<file path="src/rtl/sio_cfg_port.sv">
module sio_cfg_port #(
  parameter int              AW        = 16,
  parameter int              DW        = 8,
  parameter logic [AW-1:0]   IDX_PORT  = 16'h0398,
  parameter logic [AW-1:0]   DAT_PORT  = 16'h0399,
  parameter logic [DW-1:0]   OPEN_KEY  = 8'h33,
  parameter logic [DW-1:0]   SHUT_KEY  = 8'hCC,
  parameter logic [DW-1:0]   REG_BASE  = 8'hA0,
  parameter logic [DW-1:0]   FSEL_INIT = 8'h03,
  parameter int              QUIET_BIT = 6
) (
  input  logic          clk,
  input  logic          rst_n,
  input  logic [AW-1:0] io_addr,
  input  logic [DW-1:0] io_wdata,
  input  logic          io_wr,
  input  logic          io_rd,
  output logic [DW-1:0] io_rdata,
  output logic [DW-1:0] func_sel,
  output logic [DW-1:0] addr_sel,
  output logic [DW-1:0] pwr_down,
  output logic [DW-1:0] test_mode,
  output logic [DW-1:0] misc_cfg,
  output logic [DW-1:0] ext_par,
  output logic [AW-1:0] ser3_base,
  output logic [AW-1:0] ser4_base,
  output logic          remap_pulse
);
  localparam int NREG = 6;
  localparam int SW   = $clog2(NREG);

  logic [DW-1:0] cfg [NREG];
  logic [DW-1:0] idx;
  logic          unlocked;
  logic          remap_q;

  logic          quiet, idx_hit, dat_hit, idx_wr, dat_wr, in_win;
  logic [DW-1:0] off, cur;
  logic [SW-1:0] slot;

  assign quiet   = cfg[2][QUIET_BIT];
  assign idx_hit = (io_addr == IDX_PORT);
  assign dat_hit = (io_addr == DAT_PORT);
  assign idx_wr  = io_wr && idx_hit && !quiet;
  assign dat_wr  = io_wr && dat_hit && !quiet && unlocked;
  assign off     = idx - REG_BASE;
  assign slot    = off[SW-1:0];
  assign in_win  = (idx >= REG_BASE) && ({1'b0, idx} < ({1'b0, REG_BASE} + (DW+1)'(NREG)));

  always_ff @(posedge clk) begin
    if (!rst_n) begin
      idx      <= '0;
      unlocked <= 1'b0;
    end else if (idx_wr) begin
      idx <= io_wdata;
      if (io_wdata == OPEN_KEY)      unlocked <= 1'b1;
      else if (io_wdata == SHUT_KEY) unlocked <= 1'b0;
    end
  end

  for (genvar i = 0; i < NREG; i++) begin : g_reg
    always_ff @(posedge clk) begin
      if (!rst_n)
        cfg[i] <= (i == 0) ? FSEL_INIT : '0;
      else if (dat_wr && in_win && slot == SW'(i))
        cfg[i] <= io_wdata;
    end
  end

  always_ff @(posedge clk) begin
    if (!rst_n) remap_q <= 1'b0;
    else        remap_q <= dat_wr && in_win && (slot == SW'(0) || slot == SW'(1));
  end

  always_comb begin
    cur = '0;
    for (int i = 0; i < NREG; i++)
      if (in_win && slot == SW'(i)) cur = cfg[i];
  end

  assign io_rdata = (io_rd && (idx_hit || dat_hit) && !quiet) ? cur : '0;

  assign func_sel    = cfg[0];
  assign addr_sel    = cfg[1];
  assign pwr_down    = cfg[2];
  assign test_mode   = cfg[3];
  assign misc_cfg    = cfg[4];
  assign ext_par     = cfg[5];
  assign remap_pulse = remap_q;

  always_comb begin
    case (cfg[4][7:6])
      2'b00:   begin ser3_base = AW'('h3E8); ser4_base = AW'('h2E8); end
      2'b01:   begin ser3_base = AW'('h338); ser4_base = AW'('h238); end
      2'b10:   begin ser3_base = AW'('h2E8); ser4_base = AW'('h2E0); end
      default: begin ser3_base = AW'('h220); ser4_base = AW'('h228); end
    endcase
  end

  a_r2_open_key: assert property (@(posedge clk) disable iff (!rst_n)
    (io_wr && idx_hit && !quiet && io_wdata == OPEN_KEY) |=> unlocked);
  a_r2_shut_key: assert property (@(posedge clk) disable iff (!rst_n)
    (io_wr && idx_hit && !quiet && io_wdata == SHUT_KEY) |=> !unlocked);
  a_r3_locked_hold: assert property (@(posedge clk) disable iff (!rst_n)
    !unlocked |=> ($stable(func_sel) && $stable(addr_sel) && $stable(pwr_down) &&
                   $stable(test_mode) && $stable(misc_cfg) && $stable(ext_par)));
  a_r8_quiet_hold: assert property (@(posedge clk) disable iff (!rst_n)
    quiet |=> (quiet && $stable(idx) && $stable(unlocked) && $stable(func_sel)));
  a_r8_quiet_read: assert property (@(posedge clk) disable iff (!rst_n)
    quiet |-> (io_rdata == '0));
  a_r9_pulse_src: assert property (@(posedge clk) disable iff (!rst_n)
    remap_pulse |-> $past(io_wr && dat_hit && unlocked));
  a_r10_no_strobe: assert property (@(posedge clk) disable iff (!rst_n)
    !io_rd |-> (io_rdata == '0));
endmodule

</file>
<file path="config.mk">
export PLATFORM = sky130hd
export DESIGN_NAME = sio_cfg_port
export DESIGN_NICKNAME = d
export VERILOG_FILES = /design/src/rtl/sio_cfg_port.sv
export SDC_FILE = /design/constraint.sdc
export NUM_CORES = 1
export LEC_CHECK = 0
export ABC_CLOCK_PERIOD_IN_PS = 2500
export BUFFER_PORTS_ARGS = -buffer_cell sky130_fd_sc_hd__buf_2
export CORE_ASPECT_RATIO = 0.75
export CORE_UTILIZATION = 45
export DETAILED_ROUTE_END_ITERATION = 8
export GPL_TIMING_DRIVEN = 0
export PLACE_DENSITY_LB_ADDON = 0.08
export SYNTH_ARGS = -nofsm -noshare
export SYNTH_HDL_FRONTEND = slang
export SYNTH_SLANG_ARGS = --single-unit
</file>
<file path="constraint.sdc">
create_clock -name clk -period 2.5 [get_ports clk]
set_clock_uncertainty 0.05 [all_clocks]
set_input_delay 0 -clock clk [delete_from_list [all_inputs] [get_ports clk]]
set_output_delay 0 -clock clk [all_outputs]
set_load 0.02 [all_outputs]
</file>
Yosys cells after proc, flatten, opt, wreduce, memory -nomap -nowiden
Memory sizes are Yosys's and may differ from the RTL's.
Index checks and enable logic that the tools add are counted.
Cells by class
  $add $sub $neg: 1
  multipliers: 0
  divide/modulo/power cells: 0
  magnitude comparators: 2
  equal/unequal tests: 11
  shift operators: 0
  mux-type cells: 36
  bitwise logic cells: 6
  reduce and logical (&&, ||, !) cells: 29
Operators by type and width (number)
  $mux W8: 13
  $eq A16 B10 Y1 const B: 2
  $pmux W9 S3: 1
  $pmux W8 S3: 1
  $logic_and A1 B1 Y1: 22
  $mux W1: 21
  $eq A8 B6 Y1 const B: 1
  $eq A8 B8 Y1 const B: 1
  $ge A8 B8 Y1 const B: 1
  $lt A8 B8 Y1 const B: 1
  $eq A3 B2 Y1 const B: 2
  $eq A3 B3 Y1 const B: 2
  $or A1 B1 Y1: 6
  $eq A3 B1 Y1 const B: 1
  $logic_not A3 Y1: 1
  $sub A3 B1 Y3 const B: 1
  $eq A2 B1 Y1 const B: 1
  $eq A2 B2 Y1 const B: 1
  $logic_not A2 Y1: 1
  $logic_or A1 B1 Y1: 2
  $reduce_and A2 Y1: 1
  $reduce_bool A2 Y1: 1
  $logic_not A1 Y1: 1
Word-level totals
  bits in registers: 10
  bits in latches: 0
  RAM bits: 48
  bits in read-only memories: 0
  output and inout port bits: 89
  memories kept: 1
Memories
  cfg: words 6, width 8, read ports 6, clocked after memory_dff 0, write ports 6, RTL line 32  | logic [DW-1:0] cfg [NREG];

Longest topological paths before layout
  depth after elaboration: 10
  mapped depth: 7
  gate-level depth less buffers: 4

Worst setup path after synthesis
No wires, ideal clock.
  path kind: register -> register
  start point: memory cfg[2][6]
  end point: memory cfg[2][0] (enable)
  library setup time: 0.384 ns
  arrival: 2.116 ns
  required time: 2.066 ns
  slack: -0.050 ns
  cell stages (with the launch flop): 6
  cell sequence: edfxtp_1 > nor4b_4 > nand4_4 > or3_1 > buf_2 > o21ai_0
RTL lines (RTL line)
  from (decl): 32

==> implementation parameters <==
Parameter                              Value

Run status
  Outcome ... finished clean

Clock network
  Number of sinks driven by the clock tree ... 58
  Largest buffer count on any clock path ... 2
  Register clock-pin slew on the reported worst setup and hold paths ... approximately 0.06 ns
  Buffer type at the clock tree root ... clkbuf_8
  CTS HTree Levels ... 3
  Inserted Clock Buffers ... 9
  Clock tree from TritonCTS ... done
  Clock insertion delay at the later pin of the skew report ... 0.33 ns

Placement
  Dpl hpwl ... 6.82 mm
  Area post-placement ... 3940 sq um
  Placer congestion estimate ... 0.836
  Count of input and output buffers ... 93

Die
  Die span in y ... ~76 um
  Top-level port count ... 117
  Horizontal die dimension ... 100 um
  Die ar. ... roughly 7600 sq um
  Number of placement rows ... 26
  Effective utilization at floorplan ... 47.2%
  Total core area ... 6930 sq um

Detailed routing
  Detailed Route Iter0 Violations ... roughly 240
  Average via count per standard cell ... 5.38
  Final ANT Viol Nets ... 0
  Total detailed-routing wirelength ... 9.40 mm
  DRC violation count after routing ... 0
  Wire per inst ... roughly 18 um
  Total number of vias ... roughly 2,900
  Length of the first detailed-routing pass in iterations ... 5

Timing
  Worst slew margin ... 51.9%
  Setup tns final ... 0 ns
  Setup-violating endpoint count in the final report ... 0
  Minimum clock period ... 2.37 ns
  Hold Vio Cnt, Final ... 0
  Slew at the pin closest to its max-slew limit ... 0.722 ns
  Maximum clock frequency ... 422 MHz
  Max-slew violation total from the final report ... 0
  Final worst hold slack ... 0.228 ns
  Final cycle utilization of the critical path ... 94.9%
  RSZ-0062 raised after global routing ... false

Global route
  Total track usage ... 25.9%
  Number of global-route vias before repair ... 2,569
  Highest-utilization routing layer at the global route stage ... met2
  Overflow after GRT ... 0
  Wire length of the first global-routing pass ... 14.1 mm
  Largest net degree at the start of global routing ... 11
  Met2 usage in global routing ... 41.8%
  GR met1 Demand/Resource ... 35.7%
  Initial antenna violation count ... 0
  Fraction of met3 tracks used by global routing ... roughly 5.6%

Yosys
  Largest area contributor in the netlist ... edfxtp_1
  Netlist Area Pre-Place ... 3270 sq um
  Synth top area share ... 44.1%
  Post-synth EDFFs ... 48
  Flip-flop and latch count after synthesis ... slightly below 60
  Number of cells produced by synthesis ... 288
  Synthesis Warnings ... 0
  Synth unique cells ... 47
  Portion of the post-synthesis area used by sequential elements ... 50.2%
  Predominant post-synthesis flop cell ... edfxtp_1
  Async set-reset flop share out of synthesis ... 0%
  Post-synthesis average cell area ... between 10 and 15 sq um
  Ranking of synthesized cells by area ... edfxtp_1 (44%), buf_4 (6.7%), and3_1 (6.1%)

Final layout
  Antenna diode instance count ... 0
  Fraction of the core area covered by cells at the end of the flow ... 62.5%
  Share of final-layout standard cells stronger than drive strength 1 ... 40.5%
  Final net count ... 455
  Layout Area Growth over Synthesis ... 32.5%
  Layout Cell Area excl Fill ... 4330 sq um

Setup path
  Stage delay of the slowest cell on the critical path ... about 0.42 ns
  CP max stage cell ... or3_1
  Number of buffer and inverter instances along the worst setup path ... 3
  Cell family with most CP delay ... simple AND/OR/NAND/NOR gates
  Ordered cell list for the critical path ... clkbuf_1 > nand2_1 > nand3_1 > or3_1 > buf_4 > o41ai_4 > buf_12
  Arrival time reported for the critical path endpoint ... 2.37 ns
  Worst Setup Path Type ... flop to flop
  Required time of the worst setup path ... 2.50 ns
  Type of element capturing the critical path ... flop
  Peak fanout along the critical path ... 10
  Startpoint kind of the worst setup timing path ... flop

Worst hold path
  Tightest Hold Check Type ... input pin to flop

Power
  Leakage ... 1.94 nW
  Maximum ir drop on the vdd rail ... 709 uV
  Total power ... 0.00233 W
  P per Cell Area ... about 540 nW/um^2

Flow run
  Reported max-cap violation count ... 0
## final cells by class
class / count / area, sq um
Tap cell: 98 / 123
Sequential cell: 58 / 1640
Buffer: 48 / 312
Timing Repair Buffer: 108 / 616
Fill cell: 591 / 2600
Clock inverter: 6 / 81.3
Clock buffer: 10 / 128
Inverter: 4 / 15.0
Multi-Input combinational cell: 198 / 1420
## cell families (layout without fill, tap and decap cells)
group                  count (synthesis)  in the layout  share of synthesized area (%)
other                                  2             23                          0.230
buffers and inverters                 53            176                           9.92
multiplexers                          12             12                           6.01
AND/OR/NAND/NOR                      128            128                           26.6
flip-flops                            58             58                           50.2
AO/OA/AOI/OAI                         35             35                           7.04
## worst paths after layout
path	slack, ns	from	cells after the start	endpoint
min reg2reg	0.46	unlocked	2	unlocked
max reg2reg	0.13	idx[2]	7	cfg[0][0]
min	0.23	io_wr	5	remap_pulse
max	0.13	idx[2]	7	cfg[0][0]
## repair_timing
| action | in CTS | in global routing |
|---|---|---|
| setup buffers | 2 | 3 |
| pin swaps | 2 | 2 |
| hold endpoints to repair | 8 | 0 |
| setup endpoints to repair | 48 | 44 |
| gates cloned | 0 | 0 |
| hold buffers | 10 | 0 |
| gates resized for setup | 9 | 5 |
## metrics by stage
step,instances,setup WS [ns]
2_1_floorplan,309,-0.0376
6_report,530,0.128
3_3_place_gp,500,-0.592
4_1_cts,528,0.0356
5_1_grt,530,0.0116
3_5_place_dp,500,-0.647
## cell usage after synthesis, drive strengths merged, types with 2 or more instances
master,count
a21oi,10
a221oi,2
and2,7
and3,32
and3b,3
and4,9
and4bb,2
buf,37
clkbuf,12
conb,2
dfxtp,10
edfxtp,48
inv,3
mux2i,5
mux4,6
nand2,12
nand2b,4
nand3,12
nand3b,3
nand4b,2
nor2,19
nor2b,4
nor3,7
nor4,5
nor4b,2
o211a,2
o21ai,14
## worst min-delay path, cell delays in order
cell and delay, ns:
buf_2 0.12, nand4_4 0.09, or3_1 0.09, buf_4 0.18, nor3_1 0.08
## flip-flops by register name, summed over array words and instances (netlist names)
| name | cells |
|---|---|
| remap_pulse | 1 |
| idx | 8 |
| unlocked | 1 |
| cfg | 48 |
## per-layer routing
layer  share of wire, %  up-vias
li1                   -     1308
met1                 43     1365
met2                 46      171
met3                9.7       10
met4                1.4        0
met5                  0        -
## where the power goes
group	internal [W]	switching [W]
clock network	0.000554	0.000372
registers	0.00108	0.0000269
logic	0.000116	0.000182
total	0.00175	0.000581
## layout by cell type (no fill, tap or decap), types with 10 or more instances in the layout
cell type      instances
a21oi_1               10
and3_1                32
buf_2                 98
buf_4                 34
clkbuf_1              11
conb_1                23
dfxtp_1               10
dlygate4sd3_1         10
edfxtp_1              48
nand2_1               12
nand3_1               11
nor2_1                19
o21ai_0               10
Note: power is estimated with default switching activity, not from simulation.
